<file path="src/rtl/dmrx_pkg.sv">
package dmrx_pkg;
    localparam int DATA_W  = 8;
    localparam int FRAME_W = DATA_W + 1;

    typedef enum logic {
        MODE_ASYNC = 1'b0,
        MODE_SYNC  = 1'b1
    } rx_mode_e;

    typedef enum logic [1:0] {
        ST_IDLE,
        ST_START,
        ST_BITS,
        ST_STOP
    } async_st_e;

    typedef struct packed {
        logic [FRAME_W-1:0] bits;
        logic               stop_bad;
    } rx_frame_t;

    function automatic logic [FRAME_W-1:0] put_bit(
        input logic [FRAME_W-1:0] cur,
        input int unsigned        pos,
        input logic               b
    );
        logic [FRAME_W-1:0] r;
        r = cur;
        r[pos] = b;
        return r;
    endfunction
endpackage

</file>
<file path="src/rtl/dmrx_async.sv">
module dmrx_async
    import dmrx_pkg::*;
#(
    parameter int OS_RATE = 16
) (
    input  logic      clk,
    input  logic      rst,
    input  logic      en,
    input  logic      os_tick,
    input  logic      ser_in,
    output logic      done,
    output rx_frame_t frame
);
    localparam int CW  = $clog2(OS_RATE);
    localparam int IW  = $clog2(FRAME_W);
    localparam logic [CW-1:0] MID  = CW'(OS_RATE / 2 - 1);
    localparam logic [CW-1:0] LAST = CW'(OS_RATE - 1);
    localparam logic [IW-1:0] TOPB = IW'(FRAME_W - 1);

    async_st_e          state;
    logic [CW-1:0]      cnt;
    logic [IW-1:0]      idx;
    logic [FRAME_W-1:0] shreg;
    logic               stop_bad;

    always_ff @(posedge clk) begin
        if (rst || !en) begin
            state    <= ST_IDLE;
            cnt      <= '0;
            idx      <= '0;
            shreg    <= '0;
            stop_bad <= 1'b0;
            done     <= 1'b0;
        end else begin
            done <= 1'b0;
            if (os_tick) begin
                case (state)
                    ST_IDLE: begin
                        cnt <= '0;
                        if (!ser_in) state <= ST_START;
                    end
                    ST_START: begin
                        if (cnt == MID) begin
                            cnt   <= '0;
                            idx   <= '0;
                            state <= ser_in ? ST_IDLE : ST_BITS;
                        end else begin
                            cnt <= cnt + 1'b1;
                        end
                    end
                    ST_BITS: begin
                        if (cnt == LAST) begin
                            cnt   <= '0;
                            shreg <= put_bit(shreg, 32'(idx), ser_in);
                            if (idx == TOPB) state <= ST_STOP;
                            else idx <= idx + 1'b1;
                        end else begin
                            cnt <= cnt + 1'b1;
                        end
                    end
                    default: begin
                        if (cnt == LAST) begin
                            cnt      <= '0;
                            stop_bad <= ~ser_in;
                            done     <= 1'b1;
                            state    <= ST_IDLE;
                        end else begin
                            cnt <= cnt + 1'b1;
                        end
                    end
                endcase
            end
        end
    end

    assign frame = '{bits: shreg, stop_bad: stop_bad};


    async_done_from_stop_chk: assert property (@(posedge clk) disable iff (rst)
        done |-> $past(state == ST_STOP && os_tick));
endmodule

</file>
<file path="src/rtl/dmrx_sync.sv">
module dmrx_sync
    import dmrx_pkg::*;
(
    input  logic      clk,
    input  logic      rst,
    input  logic      en,
    input  logic      sclk_stb,
    input  logic      ser_in,
    output logic      done,
    output rx_frame_t frame
);
    localparam int IW = $clog2(DATA_W);
    localparam logic [IW-1:0] TOPB = IW'(DATA_W - 1);

    logic [IW-1:0]      idx;
    logic [FRAME_W-1:0] shreg;

    always_ff @(posedge clk) begin
        if (rst || !en) begin
            idx   <= '0;
            shreg <= '0;
            done  <= 1'b0;
        end else begin
            done <= 1'b0;
            if (sclk_stb) begin
                shreg <= put_bit(shreg, 32'(idx), ser_in);
                if (idx == TOPB) begin
                    idx  <= '0;
                    done <= 1'b1;
                end else begin
                    idx <= idx + 1'b1;
                end
            end
        end
    end

    assign frame = '{bits: shreg, stop_bad: 1'b0};


    sync_done_after_strobe_chk: assert property (@(posedge clk) disable iff (rst)
        done |-> $past(sclk_stb && en));
endmodule

</file>
<file path="src/rtl/dmrx_flags.sv">
module dmrx_flags
    import dmrx_pkg::*;
(
    input  logic              clk,
    input  logic              rst,
    input  logic              done,
    input  rx_frame_t         frame,
    input  logic              is_async,
    input  logic              rd_stb,
    input  logic              err_clr,
    input  logic              irq_en,
    output logic [DATA_W-1:0] rx_data,
    output logic              rx_addr,
    output logic              rx_full,
    output logic              ovr_err,
    output logic              frm_err,
    output logic              data_valid,
    output logic              irq
);
    always_ff @(posedge clk) begin
        if (rst) begin
            rx_data <= '0;
            rx_addr <= 1'b0;
            rx_full <= 1'b0;
            ovr_err <= 1'b0;
            frm_err <= 1'b0;
        end else begin
            if (rd_stb) rx_full <= 1'b0;
            if (err_clr) begin
                ovr_err <= 1'b0;
                frm_err <= 1'b0;
            end
            if (done) begin
                if (is_async && frame.stop_bad) frm_err <= 1'b1;
                if (rx_full && !rd_stb) begin
                    ovr_err <= 1'b1;
                end else begin
                    rx_data <= frame.bits[DATA_W-1:0];
                    rx_addr <= is_async ? frame.bits[FRAME_W-1] : 1'b0;
                    rx_full <= 1'b1;
                end
            end
        end
    end

    assign data_valid = rx_full && !ovr_err && !frm_err;
    assign irq        = irq_en && (rx_full || ovr_err || frm_err);


    read_clears_full_chk: assert property (@(posedge clk) disable iff (rst)
        (rd_stb && !done) |=> !rx_full);

    overrun_keeps_byte_chk: assert property (@(posedge clk) disable iff (rst)
        (done && rx_full && !rd_stb) |=> (ovr_err && $stable(rx_data) && $stable(rx_addr)));

    full_after_frame_chk: assert property (@(posedge clk) disable iff (rst)
        $rose(rx_full) |-> $past(done));

    frm_only_async_chk: assert property (@(posedge clk) disable iff (rst)
        $rose(frm_err) |-> $past(done && is_async));
endmodule

</file>
<file path="src/rtl/dual_mode_rx.sv">
module dual_mode_rx
    import dmrx_pkg::*;
#(
    parameter int OS_RATE = 16
) (
    input  logic              clk,
    input  logic              rst,
    input  logic              mode_sel,
    input  logic              ser_in,
    input  logic              os_tick,
    input  logic              sclk_stb,
    input  logic              rd_stb,
    input  logic              err_clr,
    input  logic              irq_en,
    output logic [DATA_W-1:0] rx_data,
    output logic              rx_addr,
    output logic              rx_full,
    output logic              ovr_err,
    output logic              frm_err,
    output logic              data_valid,
    output logic              irq
);
    rx_mode_e  mode;
    logic      a_done, s_done, f_done;
    rx_frame_t a_frame, s_frame, f_frame;

    assign mode = rx_mode_e'(mode_sel);

    dmrx_async #(.OS_RATE(OS_RATE)) u_async (
        .clk(clk), .rst(rst), .en(mode == MODE_ASYNC), .os_tick(os_tick),
        .ser_in(ser_in), .done(a_done), .frame(a_frame)
    );

    dmrx_sync u_sync (
        .clk(clk), .rst(rst), .en(mode == MODE_SYNC), .sclk_stb(sclk_stb),
        .ser_in(ser_in), .done(s_done), .frame(s_frame)
    );

    assign f_done  = (mode == MODE_ASYNC) ? a_done  : s_done;
    assign f_frame = (mode == MODE_ASYNC) ? a_frame : s_frame;

    dmrx_flags u_flags (
        .clk(clk), .rst(rst), .done(f_done), .frame(f_frame),
        .is_async(mode == MODE_ASYNC), .rd_stb(rd_stb), .err_clr(err_clr),
        .irq_en(irq_en), .rx_data(rx_data), .rx_addr(rx_addr),
        .rx_full(rx_full), .ovr_err(ovr_err), .frm_err(frm_err),
        .data_valid(data_valid), .irq(irq)
    );
endmodule

</file>
<file path="config.mk">
export PLATFORM = sky130hd
export DESIGN_NAME = dual_mode_rx
export DESIGN_NICKNAME = d
export VERILOG_FILES = /design/src/rtl/dmrx_pkg.sv /design/src/rtl/dmrx_async.sv /design/src/rtl/dmrx_sync.sv /design/src/rtl/dmrx_flags.sv /design/src/rtl/dual_mode_rx.sv
export SDC_FILE = /design/constraint.sdc
export NUM_CORES = 1
export LEC_CHECK = 0
export CAP_MARGIN = 20
export CORE_UTILIZATION = 60
export DETAILED_ROUTE_END_ITERATION = 8
export PLACE_DENSITY = 0.84
export SLEW_MARGIN = 20
export SYNTH_ARGS = -nofsm -noshare
export SYNTH_HDL_FRONTEND = slang
export SYNTH_SLANG_ARGS = --single-unit
</file>
<file path="constraint.sdc">
create_clock -name clk -period 2.87 [get_ports clk]
set_clock_uncertainty 0.1 [all_clocks]
set_input_delay 0.574 -clock clk [delete_from_list [all_inputs] [get_ports clk]]
set_output_delay 0.574 -clock clk [all_outputs]
set_load 0.03 [all_outputs]
</file>
# == After elaboration in Yosys (flattened, before gate mapping) ==
# Cells that the tools add are included.
# op_classes
n_reduce_logical,26
addsub,3
n_bitwise,6
div,0
multipliers,0
order_cmp,4
mux,35
n_shift,0
eq_ne,11
# ops
op,n
two-way mux 4 bit,5
bitwise mux 9 bit,2
case mux 4 bit (2 select lines),2
two-way mux 1 bit,15
two-way mux 2 bit,6
two-way mux 10 bit,1
adder 4 x 1 -> 4 bit (second input constant),2
equality test 4 bit (second input constant),2
logical AND 1 bit,7
!= test 2 x 1 -> 1 bit (second input constant),3
NOT 1 bit,6
case mux 2 bit (3 select lines),1
AND reduction 3 bit,2
AND reduction 6 bit,1
< comparator 3 x 5 -> 1 bit (second input constant),1
< comparator 4 x 5 -> 1 bit (second input constant),1
AND reduction 5 bit,1
OR reduction 5 bit,1
demux 1 bit (select 4 bit),1
equality test 4 x 3 -> 1 bit (second input constant),1
>= comparator 4 x 1 -> 1 bit (second input constant),1
logical NOT 1 bit,4
logical OR 1 bit,4
!= test 2 bit (second input constant),2
13 further kinds,13
# totals
mem_bits_ro,0
reg_bits,46
mem_count,0
ram_bits,0
latch_bits,0

# == Depth between registers and ports, before layout ==
# Gate-level depths: netlist of the first run.
# logic_depth
ltp_word,5
depth_mapped,7
ltp_nobuf,6

# == Hierarchy ==
# A second synthesis of the first run with hierarchy kept.
# hier_totals
hier_cells,255
hier_area_um2,2432.3
# modules_own_cells
module,cells_per_inst,area_each_um2,n_inst,seq_area_each_um2
dmrx_async,133,1188.6,1,420.4
dmrx_sync,55,606.8,1,240.2
dmrx_flags,54,464.2,1,240.2
dual_mode_rx,13,172.7,1,0.0

# == Least setup slack after synthesis of the first run ==
# Ideal clock, no wire load.
# synth_path
path_type,register to output
from,reg u_flags.rx_full
to,out data_valid
stages_incl_launch_ff,2
arrival_time_ns,1.312
setup_slack_ns,0.884
cell_sequence,dfxtp_1 > nor3b_1
# synth_via
elab_chain_len,2
# synth_lines
element,line_no,rtl
from (decl),dmrx_flags.sv:14,"output logic rx_full,"
from (signal assigned),dmrx_flags.sv:24,rx_full <= 1'b0;
from (signal assigned),dmrx_flags.sv:28,if (rd_stb) rx_full <= 1'b0;
from (signal assigned),dmrx_flags.sv:40,rx_full <= 1'b1;
logical AND 1 bit (2 in series),dmrx_flags.sv:46,assign data_valid = rx_full && !ovr_err && !frm_err;
to (decl),dual_mode_rx.sv:20,"output logic data_valid,"
# No other way between the ends.

# == Worst setup path in the final report of the first run ==
# layout_path
from,in irq_en
to,out irq
# layout_via
elab_chain_len,1
# layout_lines
element,line_no,rtl
from (decl),dual_mode_rx.sv:14,"input logic irq_en,"
logical AND 1 bit,dmrx_flags.sv:47,assign irq = irq_en && (rx_full || ovr_err || frm_err);
to (decl),dual_mode_rx.sv:21,output logic irq
# No other way between the ends.

==> impl_results.md, run 1 <==
* Slowest-stage cell, CP: clkdlybuf4s50_1
* Family with the most delay on the worst path: buffers and inverters
* Die H at 63.1 µm
* Tot GR Track Use at 0.247
* Clock root cell: clkbuf_8
* First-pass GRT wire length at 7740 µm
* CP required at between 2000 and 2500 ps
* Status: finished clean
* Final instance area at approximately 2600 µm²
* Dominant cells by area after synthesis: dfxtp_1, mux2i_1, ha_1
* Hold Violations, Final at 0
* Setup Crit Path Kind: in2out
* Final setup margin at 385 ps
* Setup TNS at 0 ps
* First-pass DRT Iterations at 4
* Die X at 63.1 µm
* Pwr/cell area at 457 nW/µm²
* Max frequency at between 0.4 and 0.5 GHz
* # fillers at 279
* R2r setup slk at 850 ps
* Grt ovf at 0
* Antenna Cells at 0
* Yosys top cell by area: dfxtp_1
* Final GP Congestion at 0.805
* Detail Route Antenna Nets at 0
* Final min period at 2480 ps
* Netlist cell types at 38
* Post-DP HPWL at 2980 µm
* Vias post-DR at about 1800
* RSZ-0062 raised after global routing: false
* Prevailing post-synth register cell: dfxtp_1
* Post-synth EDFFs at 0
* Tot Pwr at 1.18 mW
* Count leader, synth: dfxtp_1
* Synth top area share at 0.402
* First DRT Iteration DRCs at 90
* Critical Path AT at 1810 ps
* Clk_lat worst skew at about 300 ps
* Cell breakdown of the critical path: clkdlybuf4s50_1, o31a_1, clkdlybuf4s50_1
* Hold/Removal Path Class: reg2reg
* Starting Density at 0.646
* Largest net degree at the start of global routing at 22
* Max-cap violations at 0
* Period utilization at 0.866
* Post-CTS sizing at 0
* Max incr delay on CP at between 600 and 700 ps
* Post-synth ARST share at 0
* Clk sink count at 45
* Register area share after synthesis at 0.402
* Slew @ Worst Pin at approximately 600 ps
* Layout cells sized above 1 at 0.0590
* Crit path buf inv count at 2
* Routed len/inst at 13.7 µm
* IO Port Bufs at 22
* Initial antenna violation count at 0
* Synth Net Count at 273
* Final net count at 290
* Lkg Pwr at 0.919 nW
* Syn avg cell area at 8.86 µm²
* Max-Slew Margin vs Limit at 0.601
* Max-slew violations at 0
* Core Area at 3470 µm²
* Yosys reg bits at 45
* Setup Buffers After CTS at 0
* Residual DRC at 0
* Placement Rows at 21
* Crit-path max FO at 1
* Vias per cell at around 5.6
* CTS tree: built
* Total Die Area at roughly 4000 µm²
* Synth top cells by count: dfxtp_1, nor2_1, mux2i_1
* Clock-pin slew on the worst setup and hold paths at 90 ps
* Post-synthesis cell area at 2240 µm²
* Max VDD drop at roughly 0.38 mV
* Area grow syn2layout at 15.2%
* IO Pins at 23
* CP endpoint kind: output port
* Final setup vio count at 0
* CTS Buf Count at 5
* Synth Warn # at 0
* Critical Path Most Common Cell: clkdlybuf4s50_1
* Placed inst area at roughly 2500 µm²
* Hold-fix buffers, CTS at 0
* Number of global-route vias before repair at between 1500 and 2000
* Maximum root-to-sink buffer count at 2
* H-tree depth at 2
* Place WS at 378 ps
* Cells after Synth at 253
* Critical Path Start Type: primary input
* Drt total wl at 4340 µm
kinds of logic (layout without fill, tap and decap cells):
| logic type | after synthesis | in the layout | synth area share |
|---|---|---|---|
| AO/OA/AOI/OAI | 41 | 41 | 0.120 |
| XOR/XNOR | 3 | 3 | 0.0117 |
| adder cells (fa/ha/maj) | 11 | 11 | 0.0614 |
| buffers and inverters | 23 | 41 | 0.0469 |
| flip-flops | 45 | 45 | 0.402 |
| multiplexers | 28 | 28 | 0.125 |
| AND/OR/NAND/NOR | 102 | 102 | 0.233 |
cells in the final DEF (no fill, tap or decap), types with 3 or more instances in the layout:
cell type,count
a21oi_1,12
o21ai_0,7
nor3b_1,5
nand2b_1,8
nand2_1,16
a211oi_1,11
inv_1,7
o21a_1,4
nor2_1,35
ha_1,11
mux2i_1,28
nand4_1,8
clkdlybuf4s50_1,22
nor2b_1,3
nand3b_1,4
buf_4,4
dfxtp_1,45
clkbuf_8,5
nor3_1,8
nand3_1,4
power breakdown:
part           switching [mW]  internal [mW]  total [mW]
Sequential            0.00333          0.626       0.630
Clock                   0.221          0.262       0.482
Combinational          0.0386         0.0295      0.0681
Total                   0.263          0.917        1.18
through the flow:
stage               hold WS, ps  instances  utilization
global route                420        317        0.744
CTS                         401        317        0.744
detailed placement          385        309        0.712
global placement            372        309        0.712
floorplan                   357        253            -
finish                      397        317        0.744
layout make-up:
cell class | instances | area (µm²) | share of cell area
multi-input cells | 185 | 1230 | 0.478
flip-flops and latches | 45 | 901 | 0.349
repair buffers | 26 | 250 | 0.0969
clock buffers | 6 | 72.6 | 0.0281
well taps | 46 | 57.6 | 0.0223
clock inverters | 2 | 38.8 | 0.0150
inverters | 7 | 26.3 | 0.0102
flip-flops by register name, indices dropped and copies added, names as in the netlist:
signal            flops
u_flags.ovr_err       1
u_sync.done           1
u_async.done          1
u_flags.rx_full       1
u_async.idx           4
u_flags.frm_err       1
u_flags.rx_addr       1
u_async.shreg         9
u_sync.idx            3
u_sync.shreg          8
u_async.cnt           4
u_async.stop_bad      1
u_async.state         2
u_flags.rx_data       8
layer usage:
| metal | share of wire | wire [µm] | vias up | track usage |
|---|---|---|---|---|
| met1 | 0.49 | 2120 | 821 | 0.317 |
| met5 | 0 | 0 | - | 0 |
| met2 | 0.45 | 1970 | 39 | 0.394 |
| met3 | 0.046 | 201 | 6 | 0.0743 |
| li1 | - | - | 917 | - |
| met4 | 0.013 | 55 | 0 | 0.0814 |
worst reg2reg max path: stages (launching register included):
cell,delay [ps]
dfxtp_1,350
inv_1,130
ha_1,500
or2b_2,340
or4_1,390
a21oi_1,140
worst paths after layout:
path | to | depth (start not counted) | startpoint
max reg2reg | u_async.idx[3] | 5 | u_async.state[0]
max | irq | 3 | irq_en
min reg2reg | u_flags.frm_err | 2 | u_async.stop_bad
min | u_flags.frm_err | 2 | u_async.stop_bad
No activity file was read; power rests on OpenSTA's default activity.
==> run 2, diff against run 1 <==
- CAP_MARGIN: 20 -> 15
==> results of run 2 <==
No change in the layout: final DEF, timing and power equal those of run 1.
==> run 3, diff against run 2 <==
- CORE_MARGIN: unset -> 5
- SKIP_CTS_REPAIR_TIMING: unset -> 1
==> run 3 against run 2 <==
  * Total power fell by 6.4%
  * Register-to-register slack is essentially flat
  * Worst setup slack better by 8.0 ps
  * Combinational power hardly changed
  * Fmax rose by 0.32%
  * Final cell count grew 0.63%
  * Largest power group unchanged
==> impl_results.md, run 3 (synthesized netlist as in run 1, its figures left out) <==
* Hold Violations, Final at 0 (unchanged)
* RSZ-0062 raised after global routing: false (unchanged)
* IO Port Bufs at 22 (unchanged)
* Slowest-stage cell, CP: clkdlybuf4s50_1 (unchanged)
* Vias post-DR at 1819 (was 1783)
* IO Pins at 23 (unchanged)
* Most frequent cells in the layout: dfxtp_1, nor2_1, mux2i_1 (unchanged)
* Max-slew violations at 0 (unchanged)
* Placement Rows at 22 (was 21)
* Clk_lat worst skew at 310 ps (was 300 ps)
* Top flop regs: u_async.shreg: 9 flops, u_flags.rx_data: 8 flops, u_sync.shreg: 8 flops (unchanged)
* Max VDD drop at 0.287 mV (was 0.378 mV)
* Critical Path Most Common Cell: clkdlybuf4s50_1 (unchanged)
* Number of global-route vias before repair at 1621 (was 1728)
* Max FFs per register at 9 (unchanged)
* First-pass DRT Iterations at 6 (was 4)
* Detail Route Antenna Nets at 0 (unchanged)
* Vias per cell at 5.70 (was 5.62)
* Hold/Removal Path Class: reg2reg (unchanged)
* Crit-path max FO at 1 (unchanged)
* Maximum root-to-sink buffer count at 2 (unchanged)
* Die H at 71.1 µm (was 63.1 µm)
* Max frequency at 0.404 GHz (was 0.402 GHz)
* Drt total wl at 4430 µm (was 4340 µm)
* Core Area at 3630 µm² (was 3470 µm²)
* Die X at 71.1 µm (was 63.1 µm)
* Setup Crit Path Kind: in2out (unchanged)
* Slew @ Worst Pin at 600 ps (was 598 ps)
* Routed len/inst at 13.9 µm (was 13.7 µm)
* CP endpoint kind: output port (unchanged)
* First-pass GRT wire length at 7500 µm (was 7740 µm)
* Total Die Area at 5060 µm² (was 3980 µm²)
* Clock root cell: clkbuf_8 (unchanged)
* Post-DP HPWL at 3170 µm (was 2980 µm)
* Residual DRC at 0 (unchanged)
* Grt ovf at 0 (unchanged)
* Final net count at 290 (unchanged)
* Max incr delay on CP at 660 ps (about the same)
* Cell breakdown of the critical path: clkdlybuf4s50_1, o31a_1, clkdlybuf4s50_1 (unchanged)
* Pwr/cell area at 430 nW/µm² (was 457 nW/µm²)
* Clock-pin slew on the worst setup and hold paths at 90 ps (about the same)
* Setup TNS at 0 ps (unchanged)
* Tot Pwr at 1.10 mW (was 1.18 mW)
* Lkg Pwr at 0.909 nW (was 0.919 nW)
* Initial antenna violation count at 0 (unchanged)
* Max-Slew Margin vs Limit at 0.599 (was 0.601)
* CTS tree: built (unchanged)
* Critical Path AT at 1800 ps (was 1810 ps)
* Final setup vio count at 0 (unchanged)
* Critical Path Start Type: primary input (unchanged)
* Clk sink count at 45 (unchanged)
* CP required at 2200 ps (about the same)
* Layout cells sized above 1 at 0.0627 (was 0.0590)
* Largest net degree at the start of global routing at 22 (unchanged)
* Antenna Cells at 0 (unchanged)
* H-tree depth at 2 (unchanged)
* Period utilization at 0.863 (was 0.866)
* Most common cell after layout, fill and taps aside: dfxtp_1 (unchanged)
* Tot GR Track Use at 0.188 (was 0.247)
* First DRT Iteration DRCs at 101 (was 90)
* Register name with the most flops: u_async.shreg (unchanged)
* Area grow syn2layout at 14.5% (was 15.2%)
* Final GP Congestion at 0.779 (was 0.805)
* CTS Buf Count at 5 (unchanged)
* Max-cap violations at 0 (unchanged)
* Status: finished clean (unchanged)
* Starting Density at 0.617 (was 0.646)
* Final min period at 2480 ps (about the same)
## run 3: changes by cell type in the layout (fill, tap and decap cells not counted)
cell        change
clkbuf_1        -1
clkinvlp_4      +1
inv_6           +1
bufinv_16       -1
## run 3: per-layer routing
layer,vias to the layer above,GRT usage,wire (µm)
li1,930,-,-
met5,-,0,0
met4,0,0.0919,113
met3,12,0.0597,252
met2,47,0.282,1970
met1,830,0.243,2100
## run 3: through the flow
step | area (µm²) | instances | utilization | hold WS (ps) | setup WS, ps
final | 2570 | 319 | 0.706 | 395 | 393
after global routing | 2570 | 319 | 0.706 | 411 | 362
after CTS | 2570 | 319 | 0.706 | 393 | 385
after detailed placement | 2470 | 311 | 0.680 | 379 | 382
after global placement | 2470 | 311 | 0.680 | 363 | 390
after floorplan | 2240 | 253 | - | 357 | 884
## run 3: cell type report
cell class / count / area (µm²)
Timing Repair Buffer: 26 / 250
Multi-Input combinational cell: 185 / 1230
Inverter: 7 / 26.3
Clock buffer: 5 / 68.8
Sequential cell: 45 / 901
Clock inverter: 3 / 25.0
Tap cell: 48 / 60.1
Fill cell: 297 / 1070
## run 3: path summary, 6_finish.rpt
check                                 startpoint              end  slack [ps]  cells past startpoint
worst max-delay path                      irq_en              irq         390                      3
worst max register to register  u_async.state[0]   u_async.idx[3]         840                      5
worst min-delay path            u_async.shreg[8]  u_flags.rx_addr         400                      2
worst min register to register  u_async.shreg[8]  u_flags.rx_addr         400                      2
## run 3: power by group
part / total [mW] / switching (mW) / internal, mW
combinational: 0.0679 / 0.0384 / 0.0295
sequential: 0.630 / 0.00315 / 0.626
clock: 0.407 / 0.231 / 0.176
total: 1.10 / 0.273 / 0.832
## run 3: worst max-delay path: cells and delay by family
kind	cells	cell delay [ps]
AO/OA/AOI/OAI	1	120
buffers and inverters	2	1110
